$ cat src/rtl/pla_pkg.sv
package pla_pkg;

  typedef enum logic {
    PLANE_AND = 1'b0,
    PLANE_OR  = 1'b1
  } plane_e;

  function automatic int unsigned max_u(input int unsigned a, input int unsigned b);
    return (a > b) ? a : b;
  endfunction

endpackage

$ cat src/rtl/pla_and_plane.sv
module pla_and_plane #(
  parameter int unsigned N_IN   = 12,
  parameter int unsigned N_TERM = 50,
  parameter int unsigned IDX_W  = 6,
  localparam int unsigned ROW_W = 2 * N_IN
) (
  input  logic              clk_i,
  input  logic              rst_ni,
  input  logic              we_i,
  input  logic [IDX_W-1:0]  idx_i,
  input  logic [ROW_W-1:0]  row_i,
  input  logic [N_IN-1:0]   in_i,
  output logic [N_TERM-1:0] term_o
);

  logic [ROW_W-1:0] row_q [N_TERM];
  logic [N_TERM*ROW_W-1:0] row_flat;

  always_ff @(posedge clk_i or negedge rst_ni) begin
    if (!rst_ni) begin
      for (int t = 0; t < N_TERM; t++) row_q[t] <= '1;
    end else if (we_i) begin
      for (int t = 0; t < N_TERM; t++) begin
        if (idx_i == IDX_W'(t)) row_q[t] <= row_i;
      end
    end
  end

  // even bit: true literal, odd bit: inverted literal
  always_comb begin
    for (int t = 0; t < N_TERM; t++) begin
      term_o[t] = 1'b1;
      for (int i = 0; i < N_IN; i++) begin
        if (row_q[t][2*i]   && !in_i[i]) term_o[t] = 1'b0;
        if (row_q[t][2*i+1] &&  in_i[i]) term_o[t] = 1'b0;
      end
    end
  end

  for (genvar t = 0; t < N_TERM; t++) begin : g_flat
    assign row_flat[t*ROW_W +: ROW_W] = row_q[t];
  end

  p_row_write_r2: assert property (@(posedge clk_i) disable iff (!rst_ni)
    (we_i && (idx_i < IDX_W'(N_TERM))) |=> (row_q[$past(idx_i)] == $past(row_i)));

  p_oob_row_r8: assert property (@(posedge clk_i) disable iff (!rst_ni)
    (we_i && (idx_i >= IDX_W'(N_TERM))) |=> $stable(row_flat));

  p_idle_row_r10: assert property (@(posedge clk_i) disable iff (!rst_ni)
    !we_i |=> $stable(row_flat));

  for (genvar t = 0; t < N_TERM; t++) begin : g_chk
    logic [N_IN-1:0] conflict;
    for (genvar i = 0; i < N_IN; i++) begin : g_bit
      assign conflict[i] = row_q[t][2*i] & row_q[t][2*i+1];
    end
    p_conflict_zero_r6: assert property (@(posedge clk_i) disable iff (!rst_ni)
      (|conflict) |-> !term_o[t]);
  end

endmodule

$ cat src/rtl/pla_or_plane.sv
module pla_or_plane #(
  parameter int unsigned N_TERM = 50,
  parameter int unsigned N_OUT  = 6,
  parameter int unsigned IDX_W  = 6
) (
  input  logic              clk_i,
  input  logic              rst_ni,
  input  logic              we_i,
  input  logic [IDX_W-1:0]  idx_i,
  input  logic [N_TERM-1:0] col_i,
  input  logic [N_TERM-1:0] term_i,
  output logic [N_OUT-1:0]  out_o
);

  logic [N_TERM-1:0] col_q [N_OUT];
  logic [N_OUT*N_TERM-1:0] col_flat;

  always_ff @(posedge clk_i or negedge rst_ni) begin
    if (!rst_ni) begin
      for (int k = 0; k < N_OUT; k++) col_q[k] <= '1;
    end else if (we_i) begin
      for (int k = 0; k < N_OUT; k++) begin
        if (idx_i == IDX_W'(k)) col_q[k] <= col_i;
      end
    end
  end

  always_comb begin
    for (int k = 0; k < N_OUT; k++) out_o[k] = |(term_i & col_q[k]);
  end

  for (genvar k = 0; k < N_OUT; k++) begin : g_flat
    assign col_flat[k*N_TERM +: N_TERM] = col_q[k];
    p_empty_zero_r7: assert property (@(posedge clk_i) disable iff (!rst_ni)
      (col_q[k] == '0) |-> !out_o[k]);
  end

  p_col_write_r3: assert property (@(posedge clk_i) disable iff (!rst_ni)
    (we_i && (idx_i < IDX_W'(N_OUT))) |=> (col_q[$past(idx_i)] == $past(col_i)));

  p_oob_col_r8: assert property (@(posedge clk_i) disable iff (!rst_ni)
    (we_i && (idx_i >= IDX_W'(N_OUT))) |=> $stable(col_flat));

endmodule

$ cat src/rtl/pla_array.sv
module pla_array
  import pla_pkg::*;
#(
  parameter int unsigned N_IN   = 12,
  parameter int unsigned N_TERM = 50,
  parameter int unsigned N_OUT  = 6,
  localparam int unsigned ROW_W  = 2 * N_IN,
  localparam int unsigned DATA_W = max_u(ROW_W, N_TERM),
  localparam int unsigned IDX_W  = $clog2(max_u(N_TERM, N_OUT) + 1)
) (
  input  logic              clk_i,
  input  logic              rst_ni,
  input  logic              cfg_we_i,
  input  logic              cfg_plane_i,
  input  logic [IDX_W-1:0]  cfg_idx_i,
  input  logic [DATA_W-1:0] cfg_data_i,
  input  logic [N_IN-1:0]   in_i,
  output logic [N_OUT-1:0]  out_o
);

  logic              we_and, we_or;
  logic [N_TERM-1:0] term;

  assign we_and = cfg_we_i && (cfg_plane_i == PLANE_AND);
  assign we_or  = cfg_we_i && (cfg_plane_i == PLANE_OR);

  pla_and_plane #(.N_IN(N_IN), .N_TERM(N_TERM), .IDX_W(IDX_W)) u_and (
    .clk_i  (clk_i),
    .rst_ni (rst_ni),
    .we_i   (we_and),
    .idx_i  (cfg_idx_i),
    .row_i  (cfg_data_i[ROW_W-1:0]),
    .in_i   (in_i),
    .term_o (term)
  );

  pla_or_plane #(.N_TERM(N_TERM), .N_OUT(N_OUT), .IDX_W(IDX_W)) u_or (
    .clk_i  (clk_i),
    .rst_ni (rst_ni),
    .we_i   (we_or),
    .idx_i  (cfg_idx_i),
    .col_i  (cfg_data_i[N_TERM-1:0]),
    .term_i (term),
    .out_o  (out_o)
  );

  p_never_write_both_planes_r2: assert property (@(posedge clk_i) disable iff (!rst_ni)
    $countones({we_and, we_or}) <= 1);

endmodule

$ cat config.mk
export PLATFORM = sky130hd
export DESIGN_NAME = pla_array
export DESIGN_NICKNAME = d
export VERILOG_FILES = /design/src/rtl/pla_pkg.sv /design/src/rtl/pla_and_plane.sv /design/src/rtl/pla_or_plane.sv /design/src/rtl/pla_array.sv
export SDC_FILE = /design/constraint.sdc
export NUM_CORES = 2
export LEC_CHECK = 0
export BUFFER_PORTS_ARGS = -buffer_cell sky130_fd_sc_hd__buf_2
export CAP_MARGIN = 5
export CORE_ASPECT_RATIO = 0.75
export CORE_MARGIN = 2
export CORE_UTILIZATION = 60
export CTS_CLUSTER_SIZE = 25
export DETAILED_ROUTE_END_ITERATION = 16
export GPL_ROUTABILITY_DRIVEN = 1
export HOLD_SLACK_MARGIN = 0.03
export PLACE_DENSITY = 0.76
export REMOVE_ABC_BUFFERS = 1
export SYNTH_ARGS = -nofsm -noshare
export SYNTH_HDL_FRONTEND = slang
export SYNTH_SLANG_ARGS = --single-unit
$ cat constraint.sdc
create_clock -name clk_i -period 2.99 [get_ports clk_i]
set_input_delay 0.299 -clock clk_i [delete_from_list [all_inputs] [get_ports clk_i]]
set_output_delay 0.299 -clock clk_i [all_outputs]
set_load 0.01 [all_outputs]
==> impl_metrics.csv <==
group,metric,value,unit
outcome,status,"finished, violations left",
outcome,violations,"setup timing",
placed_design,globalplace.congestion,0.946,
final_layout,final_common_cell,"dfstp_2",
routing,drtPass1Iterations,5,
setup_path,cp.required,2.69,ns
global_routing,antenna_found_initial,16,
clock_network,cts-htree-levels,4,
final_layout,finalNetCount,4978,
final_layout,final_cell_mix,"1,500 x dfstp_2, 1,481 x mux2_2, 590 x mux2i_1",
global_routing,grt_pass1_vias,43039,
yosys,ys_async_sr_fraction,100,%
floorplan,start_util,60.6,%
routing,avgViaCountPerCell,6.38,
clock_network,cts_tree,"done",
floorplan,ios,78,
final_layout,syn2layout_area_growth,16.1,%
final_layout,seqCellArea,39400,sq um
clock_network,clk_latency,0.76,ns
sta,final-hold-violation-count,0,
yosys,avgSynthCellArea,14.8,sq um
routing,wirelength,191000,microns
yosys,ys_ff_latch,1500,
flow_run,cap_violations,0,
routing,drt_first_iter_violations,3453,
yosys,synth.distinct_cells,39,
sta,rsz0062_at_grt,"true",
clock_network,clkTransAtPathRegs,0.06,ns
routing,drc,0,
final_layout,layout-drive-gt1-share,77.1,%
worst_hold_path,hold_path.class,"input pin to flop",
sta,setup_viol,6,
floorplan,die_h,295,microns
sta,post-route-period-util,123,%
placed_design,port_buffers,77,
pwr,ir_drop,0.000505,V
floorplan,core_area,112000,sq um
global_routing,grt_usage,33.5,%
pwr,power.density,654,nW/um^2
clock_network,numCtsBuffers,143,
floorplan,die_w,392,microns
yosys,synth_edf_count,0,
yosys,synth_area,67600,sq um
sta,relSlewSlack,26.4,%
sta,finClkSkew,0,ns
pwr,leakage,34.0,nW
sta,max_clock_freq,272,MHz
routing,postRouteAntennaNets,0,
sta,setup_ws,-0.692,ns
setup_path,path_max_fanout,4,
floorplan,dieArea,115000,sq um
sta,setup-tns-final,-3.05,ns
placed_design,placed_area,72500,sq um
clock_network,root_buffer,"clkbuf_16",
routing,avgRoutedWirePerCell,29.3,microns
routing,vias,41686,
sta,tightest_slew,1.10,ns
placed_design,place_hpwl,120000,microns
sta,maxSlewViolCount,0,
global_routing,grt_max_degree,126,
setup_path,start_kind,"flop",
clock_network,max-clock-path-buffers,3,
yosys,synthFlopType,"dfstp_2",
yosys,yosysSeqAreaShare,58.3,%
setup_path,worstPathArrival,3.38,ns
yosys,synthCells,4557,
clock_network,cts.sinks,1500,
setup_path,endpoint_kind,"output pin",
final_layout,design_area,78500,sq um
yosys,yosysWarnings,0,
sta,min_period,3.68,ns
setup_path,critPathKind,"flop to output pin",
global_routing,grt_overflow,0,
final_layout,multi_input_area,27000,sq um
global_routing,grt_first_pass_wirelength,286000,microns
floorplan,rows,106,
final_layout,nFillCells,7421,
final_layout,fin_util,70.3,%
==> cells in the mapped netlist (11+ instances only) <==
cell type / n / area, sq um
mux2_1: 19 / 214
nor4_1: 61 / 382
inv_1: 56 / 210
buf_1: 38 / 143
nand4_1: 156 / 976
buf_4: 39 / 293
mux2_2: 1481 / 16700
a221oi_1: 11 / 96.3
a22oi_1: 94 / 706
dfstp_2: 1500 / 39400
nor2_1: 17 / 63.8
buf_6: 28 / 315
clkbuf_1: 190 / 713
nand2_1: 80 / 300
mux2i_1: 600 / 6010
buf_2: 64 / 320
nor3_1: 57 / 285
==> area by class of cell <==
cell class / instances / area share [%]
Antenna cell: 2 / 0.00638
Timing Repair Buffer: 563 / 6.67
Inverter: 56 / 0.268
Tap cell: 1512 / 2.41
Sequential cell: 1500 / 50.2
Clock inverter: 39 / 0.451
Clock buffer: 217 / 5.58
Multi-Input combinational cell: 2642 / 34.4
==> through the flow <==
| step | setup WS [ns] | hold slack (ns) | instances | total power, mW |
|---|---|---|---|---|
| finish | -0.692 | 0.138 | 6531 | 51.3 |
| detailed placement | -0.633 | 0.604 | 6235 | 32.2 |
| global placement | -0.531 | 0.603 | 6235 | 32.0 |
| floorplan | 0.638 | 0.151 | 4198 | 27.3 |
| global route | -0.745 | 0.128 | 6529 | 53.0 |
| CTS | -0.567 | 0.0979 | 6524 | 51.1 |
==> where the power goes <==
part           switching (mW)  total (mW)  internal [mW]
Combinational            4.89        8.80           3.90
Sequential              0.924        24.2           23.2
Clock                    7.85        18.4           10.5
==> flip-flops by register name (all words and copies together), names as in the netlist <==
signal	flops
u_or.col_flat	300
u_and.row_flat	1200
==> per-layer routing <==
layer / track usage [%] / part of all wire, % / up-vias
li1: - / - / 17348
met1: 48.8 / 45 / 22547
met2: 50.5 / 45 / 1449
met3: 6.97 / 7.5 / 332
met4: 10.7 / 2.9 / 10
met5: 0 / 0.036 / -
==> worst paths after layout <==
kind	from	slack, ns	cells after the start	to
hold reg to reg	u_and.row_flat[1132]	0.62	1	u_and.row_flat[1132]
hold / removal	cfg_data_i[16]	0.14	2	u_and.row_flat[688]
min in group asynchronous	rst_ni	0.41	2	u_and.row_flat[135]
setup / recovery	u_and.row_flat[17]	-0.69	12	out_o[1]
max in group asynchronous	rst_ni	1.75	4	u_or.col_flat[179]
setup reg to reg	u_or.col_flat[2]	2.19	1	u_or.col_flat[2]
==> cell families after synthesis <==
group	share of synthesized area, %
mux	33.9
flops	58.3
buf+inv	2.95
simple gates	3.39
compound gates	1.48
==> repair_timing <==
item / in CTS / in global routing
endpoints found under the setup margin: 6 / 6
hold endpoints to repair: 212 / 0
pin swaps: 60 / 40
setup buffers: 12 / 8
hold buffers: 27 / 0
resized for setup: 101 / 46
==> critical path, cell delays in order (launching register included) <==
cell     delay [ns]
dfstp_2        0.53
mux2i_1        0.07
nand4_1        0.19
nor3_1         0.07
buf_4          0.19
buf_4          0.14
a22oi_2        0.15
buf_4          0.16
nand4_1        0.17
nor4_2         0.40
buf_4          0.20
nand3_4        0.15
buf_6          0.18
Power figures use the tool's default switching activity.
